===== config.mk =====
export PLATFORM = sky130hd
export DESIGN_NAME = sem_bank
export DESIGN_NICKNAME = d
export VERILOG_FILES = /design/src/rtl/sem_pkg.sv /design/src/rtl/sem_decode.sv /design/src/rtl/sem_arbiter.sv /design/src/rtl/sem_bank.sv
export SDC_FILE = /design/constraint.sdc
export NUM_CORES = 1
export LEC_CHECK = 0
export ABC_AREA = 1
export BUFFER_PORTS_ARGS = -buffer_cell sky130_fd_sc_hd__buf_2
export CAP_MARGIN = 40
export CORE_UTILIZATION = 30
export DETAILED_ROUTE_END_ITERATION = 16
export HOLD_SLACK_MARGIN = 0.06
export PLACE_DENSITY = 0.64
export SYNTH_ARGS = -nofsm -noshare
export SYNTH_HDL_FRONTEND = slang
export SYNTH_SLANG_ARGS = --single-unit
export TNS_END_PERCENT = 100

===== constraint.sdc =====
create_clock -name clk -period 1.3 [get_ports clk]
set_input_delay 0.39 -clock clk [delete_from_list [all_inputs] [get_ports clk]]
set_output_delay 0.39 -clock clk [all_outputs]
set_load 0.05 [all_outputs]

===== src/rtl/sem_pkg.sv =====
package sem_pkg;
    localparam int unsigned DATA_W       = 32;
    localparam int unsigned ADDR_W       = 12;
    localparam logic [11:0] LOCK_BASE    = 12'h800;
    localparam logic [11:0] STATUS_ADDR  = 12'h014;
    localparam int unsigned STATUS_SHIFT = 24;

    // Size word: lock count in units of 32, placed at bit 24
    function automatic logic [31:0] status_word(input int unsigned n_locks);
        return 32'(n_locks / 32) << STATUS_SHIFT;
    endfunction
endpackage


===== src/rtl/sem_decode.sv =====
module sem_decode
    import sem_pkg::*;
#(
    parameter int unsigned NUM_LOCKS = 32,
    parameter int unsigned IDX_W     = $clog2(NUM_LOCKS)
) (
    input  logic [ADDR_W-1:0] addr,
    output logic              is_lock,
    output logic              is_status,
    output logic [IDX_W-1:0]  idx
);
    logic [ADDR_W-1:0] off;

    always_comb begin
        off       = addr - LOCK_BASE;
        is_lock   = (addr >= LOCK_BASE) && (off[1:0] == 2'b00)
                    && ({2'b00, off[ADDR_W-1:2]} < ADDR_W'(NUM_LOCKS));
        is_status = (addr == STATUS_ADDR);
        idx       = off[IDX_W+1:2];
    end
endmodule


===== src/rtl/sem_arbiter.sv =====
module sem_arbiter #(
    parameter int unsigned NUM_LOCKS = 32,
    parameter int unsigned NUM_PORTS = 3,
    parameter int unsigned IDX_W     = $clog2(NUM_LOCKS)
) (
    input  logic                       clk,
    input  logic                       rst_n,
    input  logic [NUM_PORTS-1:0]       rd_hit,
    input  logic [NUM_PORTS-1:0]       clr_hit,
    input  logic [NUM_PORTS*IDX_W-1:0] idx_flat,
    input  logic [NUM_LOCKS-1:0]       lock_q,
    output logic [NUM_PORTS-1:0]       won,
    output logic [NUM_LOCKS-1:0]       set_vec,
    output logic [NUM_LOCKS-1:0]       clr_vec,
    output logic [NUM_LOCKS-1:0]       req_vec
);
    logic [IDX_W-1:0] idx_a [NUM_PORTS];

    for (genvar p = 0; p < NUM_PORTS; p++) begin : g_unpack
        assign idx_a[p] = idx_flat[p*IDX_W +: IDX_W];
    end

    // Fixed priority: a lower port index beats a higher one on the same lock
    always_comb begin
        for (int p = 0; p < NUM_PORTS; p++) begin
            won[p] = rd_hit[p] && !lock_q[idx_a[p]];
            for (int q = 0; q < p; q++) begin
                if (rd_hit[q] && (idx_a[q] == idx_a[p])) won[p] = 1'b0;
            end
        end
    end

    always_comb begin
        set_vec = '0;
        clr_vec = '0;
        req_vec = '0;
        for (int p = 0; p < NUM_PORTS; p++) begin
            if (won[p])     set_vec[idx_a[p]] = 1'b1;
            if (clr_hit[p]) clr_vec[idx_a[p]] = 1'b1;
            if (rd_hit[p])  req_vec[idx_a[p]] = 1'b1;
        end
    end

    for (genvar p = 0; p < NUM_PORTS; p++) begin : g_pair
        for (genvar q = p + 1; q < NUM_PORTS; q++) begin : g_other
            AST_SINGLE_WINNER: assert property (@(posedge clk) disable iff (!rst_n)
                !(won[p] && won[q] && (idx_a[p] == idx_a[q])));
            AST_LOW_PORT_FIRST: assert property (@(posedge clk) disable iff (!rst_n)
                (rd_hit[p] && rd_hit[q] && (idx_a[p] == idx_a[q])) |-> !won[q]);
        end
    end
endmodule


===== src/rtl/sem_bank.sv =====
module sem_bank
    import sem_pkg::*;
#(
    parameter int unsigned NUM_LOCKS = 32,
    parameter int unsigned NUM_PORTS = 3
) (
    input  logic                        clk,
    input  logic                        rst_n,
    input  logic [NUM_PORTS-1:0]        rd,
    input  logic [NUM_PORTS-1:0]        wr,
    input  logic [NUM_PORTS*ADDR_W-1:0] addr,
    input  logic [NUM_PORTS*DATA_W-1:0] wdata,
    output logic [NUM_PORTS*DATA_W-1:0] rdata
);
    localparam int unsigned IDX_W     = $clog2(NUM_LOCKS);
    localparam logic [31:0] SIZE_WORD = status_word(NUM_LOCKS);

    typedef struct packed {
        logic [NUM_LOCKS-1:0]        locks;
        logic [NUM_PORTS*DATA_W-1:0] rdata;
    } state_t;

    state_t state_d, state_q;

    logic [NUM_PORTS-1:0]       lock_hit, stat_hit, rd_hit, clr_hit, won;
    logic [NUM_PORTS*IDX_W-1:0] idx_flat;
    logic [IDX_W-1:0]           idx_a [NUM_PORTS];
    logic [NUM_LOCKS-1:0]       set_vec, clr_vec, req_vec;

    for (genvar p = 0; p < NUM_PORTS; p++) begin : g_port
        sem_decode #(.NUM_LOCKS(NUM_LOCKS), .IDX_W(IDX_W)) u_dec (
            .addr      (addr[p*ADDR_W +: ADDR_W]),
            .is_lock   (lock_hit[p]),
            .is_status (stat_hit[p]),
            .idx       (idx_a[p])
        );
        assign idx_flat[p*IDX_W +: IDX_W] = idx_a[p];
        assign rd_hit[p]  = rd[p] && lock_hit[p];
        assign clr_hit[p] = wr[p] && lock_hit[p] && (wdata[p*DATA_W +: DATA_W] == '0);
    end

    sem_arbiter #(.NUM_LOCKS(NUM_LOCKS), .NUM_PORTS(NUM_PORTS), .IDX_W(IDX_W)) u_arb (
        .clk      (clk),
        .rst_n    (rst_n),
        .rd_hit   (rd_hit),
        .clr_hit  (clr_hit),
        .idx_flat (idx_flat),
        .lock_q   (state_q.locks),
        .won      (won),
        .set_vec  (set_vec),
        .clr_vec  (clr_vec),
        .req_vec  (req_vec)
    );

    always_comb begin
        state_d       = state_q;
        // A release drops a held lock; a claim can only land on a free one
        state_d.locks = (state_q.locks & ~clr_vec) | set_vec;
        for (int p = 0; p < NUM_PORTS; p++) begin
            state_d.rdata[p*DATA_W +: DATA_W] = '0;
            if (rd[p]) begin
                if (stat_hit[p])
                    state_d.rdata[p*DATA_W +: DATA_W] = SIZE_WORD;
                else if (lock_hit[p])
                    state_d.rdata[p*DATA_W +: DATA_W] = won[p] ? 32'd0 : 32'd1;
            end
        end
    end

    always_ff @(posedge clk or negedge rst_n) begin
        if (!rst_n) state_q <= '0;
        else        state_q <= state_d;
    end

    assign rdata = state_q.rdata;

    AST_PORT0_FREE_READ: assert property (@(posedge clk) disable iff (!rst_n)
        (rd[0] && lock_hit[0] && !state_q.locks[idx_a[0]]) |=> (rdata[DATA_W-1:0] == '0));

    for (genvar p = 0; p < NUM_PORTS; p++) begin : g_port_chk
        AST_TAKEN_READ_ONE: assert property (@(posedge clk) disable iff (!rst_n)
            (rd[p] && lock_hit[p] && state_q.locks[idx_a[p]])
            |=> (rdata[p*DATA_W +: DATA_W] == 32'd1));
        AST_CLAIM_STICKS: assert property (@(posedge clk) disable iff (!rst_n)
            (rd[p] && lock_hit[p] && !clr_vec[idx_a[p]])
            |=> state_q.locks[$past(idx_a[p])]);
        AST_SIZE_WORD: assert property (@(posedge clk) disable iff (!rst_n)
            (rd[p] && stat_hit[p]) |=> (rdata[p*DATA_W +: DATA_W] == SIZE_WORD));
        AST_IDLE_ZERO: assert property (@(posedge clk) disable iff (!rst_n)
            !rd[p] |=> (rdata[p*DATA_W +: DATA_W] == '0));
    end

    for (genvar l = 0; l < NUM_LOCKS; l++) begin : g_lock_chk
        AST_RISE_NEEDS_READ: assert property (@(posedge clk) disable iff (!rst_n)
            $rose(state_q.locks[l]) |-> $past(req_vec[l]));
        AST_FALL_NEEDS_ZERO: assert property (@(posedge clk) disable iff (!rst_n)
            $fell(state_q.locks[l]) |-> $past(clr_vec[l]));
    end
endmodule


Word-level counts from Yosys, hierarchy flattened
Cells that the tools add are included.
{ "word_totals": {"out_inout_bits": 96, "elab_cells": 96, "input_bits": 140, "regBits": 128} }
{ "op_classes": {"add_sub_neg": 3, "eq_ne": 6, "reduce_logical": 33, "n_bitwise": 7, "muxes": 33, "order_cmp": 12} }
{ "op_table": {"columns": ["op", "n"], "rows": [
  ["$mux 32", 7],
  ["$or 32x32->32", 5],
  ["$mux 25", 5],
  ["$logic_not 32->1", 3],
  ["$eq 12x5->1 const B", 3],
  ["$ge 12x12->1 const B", 3],
  ["$sub 12x12->12 const B", 3],
  ["$and 32x32->32", 1],
  ["$not 32->32", 1],
  ["$lt 10x6->1 const B", 3],
  ["$logic_and 1x1->1", 24],
  ["$lt 5x6->1 const B", 3],
  ["$bmux 1 s5", 3],
  ["$demux 1 s5", 3],
  ["$eq 5x5->1", 3],
  ["$ge 5x1->1 const B", 3],
  ["$mux 1", 15],
  ["$logic_not 2->1", 3],
  ["$logic_not 1->1", 3]
]} }

Longest topological paths before layout
{ "depth": {"depth_word": 14, "depth_mapped": 17, "mapped_depth_nobuf": 14} }

By module
A second synthesis with hierarchy kept.
{ "hier_totals": {"cells_unflattened": 1230, "hier_area_um2": 6806.5} }
{ "by_module_without_submodules": {"columns": ["mod", "cells_per_inst", "seq_area_each_um2", "area_per_inst_um2", "n_inst"], "rows": [
  ["sem_arbiter", 854, 0.0, 3997.6, 1],
  ["sem_bank", 307, 950.9, 2452.4, 1],
  ["sem_decode", 23, 0.0, 118.9, 3]
]} }

Least setup slack after synthesis
No wires, ideal clock.
{ "synth_timing": {"path_type": "in2reg", "startpoint": "input addr[1]", "endpoint": "register state_q[111] (netlist name)", "setup_time_ns": 0.117, "n_path_buf": 1, "t_required_ns": 1.183, "path_slack_ns": -0.350, "stages": 11, "t_arrival_ns": 1.533, "cell_sequence": "nor2_1 nand2_1 nor2_1 nand2_1 nor2_2 nand2_2 buf_2 o21ai_0 nor2_1 nor2_1 nand2_1"} }
{ "synth_rtl": {"columns": ["element", "line", "text"], "rows": [
  ["start, declared", "sem_bank.sv:11", "input logic [NUM_PORTS*ADDR_W-1:0] addr,"],
  ["end signal, assigned", "sem_bank.sv:72", "else state_q <= state_d;"],
  ["end, declared", "sem_bank.sv:23", "state_t state_d, state_q;"]
]} }

==> impl_summary.md <==
Outcome
The run finished, with violations left. The final reports fail on negative setup slack.

Pwr
The power per cell area is 456.0 nW/µm². Total power for the finished layout comes to 4.633 mW. The analysis attributes to net switching a power of 1.975 mW. The worst IR drop on VDD is 0.4114 mV. For this design the static power due to leakage is 5.421 nW. In this run switching power makes up 42.63% of total power. The share of total power in the clock network is approximately 29%. Of the total power, combinational logic draws roughly 45%. The internal power of the cells totals 2.658 mW. Of the total power, registers draw 26.5%.

Clocking
The latest clock arrival within the worst-skew pair is 0.30 ns. TritonCTS created 5 clock buffers. The maximum clock path buffer count is 2. The count of H-tree levels built during CTS is 2. CTS placed an instance of clkbuf_16 at the clock tree root. After clock tree synthesis, the clock-pin slew on the worst setup and hold paths is 0.06 ns. The TritonCTS clock tree is yes.

The number of clock sinks seen by CTS is 38.

Place
Routability-driven placement finished with a final weighted congestion of 1.055. At the placement stage, the worst setup path has a slack of -0.9432 ns. Input and output buffers added on the ports amount to 145. The HPWL after detailed placement is 21050 µm.

In this run the cell area measured after placement is 8591 µm². The number of placed cells counting well taps is 1784.

Logic synthesis
Each instance of the synthesized netlist takes up on average 5.240 µm². The cell type with the highest aggregate area in the netlist is nand2_1. By area the synthesized netlist is led by nand2_1 (24%), dfrtp_1 (15%), nor2_1 (14%).

The sequential fraction of the synthesis area is between 10 and 15%. The mapped netlist covers 6372 µm². Summed over its instances, the top area cell type makes up 24.21% of the synthesized netlist area.

In the synthesized netlist the dominant register cell turns out to be dfrtp_1. The Yosys step of the flow raised 0 warnings. In this run, distinct cell masters in the synthesized netlist total 32.

After synthesis, the share of flip-flops with an asynchronous set or reset is 100.0%. In this run, synthesis produced a sequential element count of 38. Counting every instance in the synthesized netlist gives 1216. Yosys mapped a number of flops with a built-in enable equal to 0.

Timing
Measured against its own limit, the worst slew margin works out to 63.57%. Clock skew on the completed layout was measured at 0.008573 ns. The measured slew at the worst slew-check pin is approximately 0.55 ns. Setup repair after global routing could not meet its margin everywhere. The final-report hold violation count is 0. The worst path in the final design needs a cycle of 1.791 ns, including I/O delays and setup. The final-report max-slew violation count is 0. The final setup slack of the worst path is -0.4905 ns. The final number of setup-violating endpoints is 35. The final period utilization is 137.7%. The maximum clock rate is 0.5585 GHz.

Drt
The average vias per placed instance is approximately 5. The detailed-route via count is ~9500. The detailed router finished its first iteration with 1320 violations. The total wirelength of the detailed-routed design is 32210 µm. After detailed routing, the number of remaining DRC violations is 0. Dividing the detail-routed wire length by the instance count gives about 17 µm.

The first TritonRoute pass finished after 8 iterations. The detail route stage leaves a number of antenna-violating nets equal to 0.

Final layout
The number of antenna diodes in the final layout is 0. The design area is 10160 µm². The library cell used most frequently in the layout, excluding fill and tap cells, is nand2_1. The area growth from synthesis to layout is 59.43%.

The final-stage net count is 1735. Cells with a size suffix above 1 make up 36.40% of the layout. The library cells used most frequently in the layout, excluding fill and tap cells, are nand2_1 (369), buf_4 (217), nor2_1 (204).

The post-route non-filler standard cell count is 1866.

Worst setup path
The worst setup path is captured at a register. STA puts the critical path data required time at ~1.5 ns. STA classifies the critical path startpoint as a register.

Data on the critical path arrives at its endpoint at 2.03 ns. The top fanout value on the critical path is 6. The category of the most critical setup path is reg2reg.

Global route
The initial antenna violation count is 0. The first global-routing pass estimated 47670 µm of wire. For this run, the total global-route usage over all layers was measured as 28.63%.

For this run the aggregate overflow at the end of global routing stands at 0. The number of global-route vias before repair was 8770. Entering global routing, the biggest net connects 34 pins.

Floorplanning
The die covers 21830 µm². The I/O pin count is roughly 240. The die span in y is roughly 150 µm. The initial cell density of the core is 30.99%. The die outline width is 147.7 µm. The area of the core is 20560 µm². The floorplan has 52 rows.

Flow run
Across the run, the number of max-cap violations was 0.

Worst hold path
The worst hold path belongs to the class in2reg.
-- area by class of cell --
cell class	instances	area (µm²)
timing repair inverter	1	5.005
inverter	110	436.7
clock buffer	7	142.6
multi-input combinational	1005	4697
clock inverter	1	5.005
timing repair buffer	434	3583
sequential	38	952.2
fill	2042	10400
tap	270	337.8
-- final timing paths --
check,endpoint,slack (ns),depth (start not counted),start
hold reg to reg,state_q[116],0.71,4,state_q[116]
setup / recovery,state_q[98],-0.49,14,state_q[106]
min in group asynchronous,state_q[127],0.47,2,rst_n
hold / removal,rdata[24],0.38,3,addr[10]
setup reg to reg,state_q[98],-0.49,14,state_q[106]
max in group asynchronous,state_q[117],0.30,3,rst_n
-- state kept, by name, indices dropped and copies added (netlist names) --
name     flops
state_q     32
rdata        6
-- metal layers --
metal  track usage, %  vias to the layer above  part of all wire [%]  wire length (µm)
met5                0                        -                     0                 0
met4            19.85                        0                   7.3              2356
met3            9.105                      197                    14              4489
met2            44.50                      778                    43             13920
met1            33.48                     4176                    36             11440
li1                 -                     4394                     -                 -
-- cells in the mapped netlist, types with 2 or more instances --
library cell	instances
nand3_2	2
and3_1	2
buf_6	10
nor2_4	3
clkbuf_1	12
nand2_1	411
buf_4	100
a21oi_1	10
inv_2	12
nor4_1	3
o21ai_1	10
dfrtp_1	38
nor3_1	14
nand3_1	128
buf_2	32
nand2_2	4
xnor2_1	4
nand4_1	52
nor2_2	6
inv_1	96
nor2_1	232
o21ai_0	23
nand3b_1	3
-- power by group through the flow --
stage	combinational, mW	clock, mW	sequential, mW
floorplan	1.28	0	1.25
global placement	1.77	0	1.25
detailed placement	1.78	0	1.25
CTS	1.93	1.35	1.23
global route	2.16	1.40	1.23
finish	2.06	1.34	1.23
-- through the flow --
stage          hold WS [ns]  TNS (ns)  util, %
4_1_cts              0.3638    -12.43    47.48
3_3_place_gp         0.2572    -29.95    41.78
6_report             0.3813    -15.11    49.42
2_1_floorplan       0.09441    -10.10        -
3_5_place_dp         0.2592    -30.83    41.78
5_1_grt              0.3769    -18.80    49.42
-- worst max-delay path: stages (launching register included) --
cell and delay (ns):
dfrtp_1 0.39, buf_6 0.13, nand2_1 0.09, nand2_1 0.10, nand2_1 0.07, nand2_1 0.06
nand2_2 0.07, nand2_2 0.07, nor2_4 0.13, buf_8 0.17, buf_12 0.14, nand4_1 0.11
nand2_1 0.08, inv_1 0.04, nand2_1 0.06
-- logic make-up (layout without fill, tap and decap cells) --
| kind of cell | count (synthesis) | after routing | synth area share (%) |
|---|---|---|---|
| xor+xnor | 4 | 4 | 0.5497 |
| compound gates | 45 | 45 | 3.593 |
| buf+inv | 264 | 553 | 23.29 |
| simple gates | 864 | 866 | 57.59 |
| flops | 38 | 38 | 14.92 |
| other cells | 1 | 90 | 0.05885 |
-- repair_timing --
item                       in CTS  in global routing
hold buffers                    1                  0
hold endpoints to repair        5                  0
gates resized for setup       110                 69
setup endpoints to repair      38                 42
pin swaps                      29                 58
cloned                         10                  3
setup buffers                  50                 12
No activity file was read; power rests on OpenSTA's default activity.
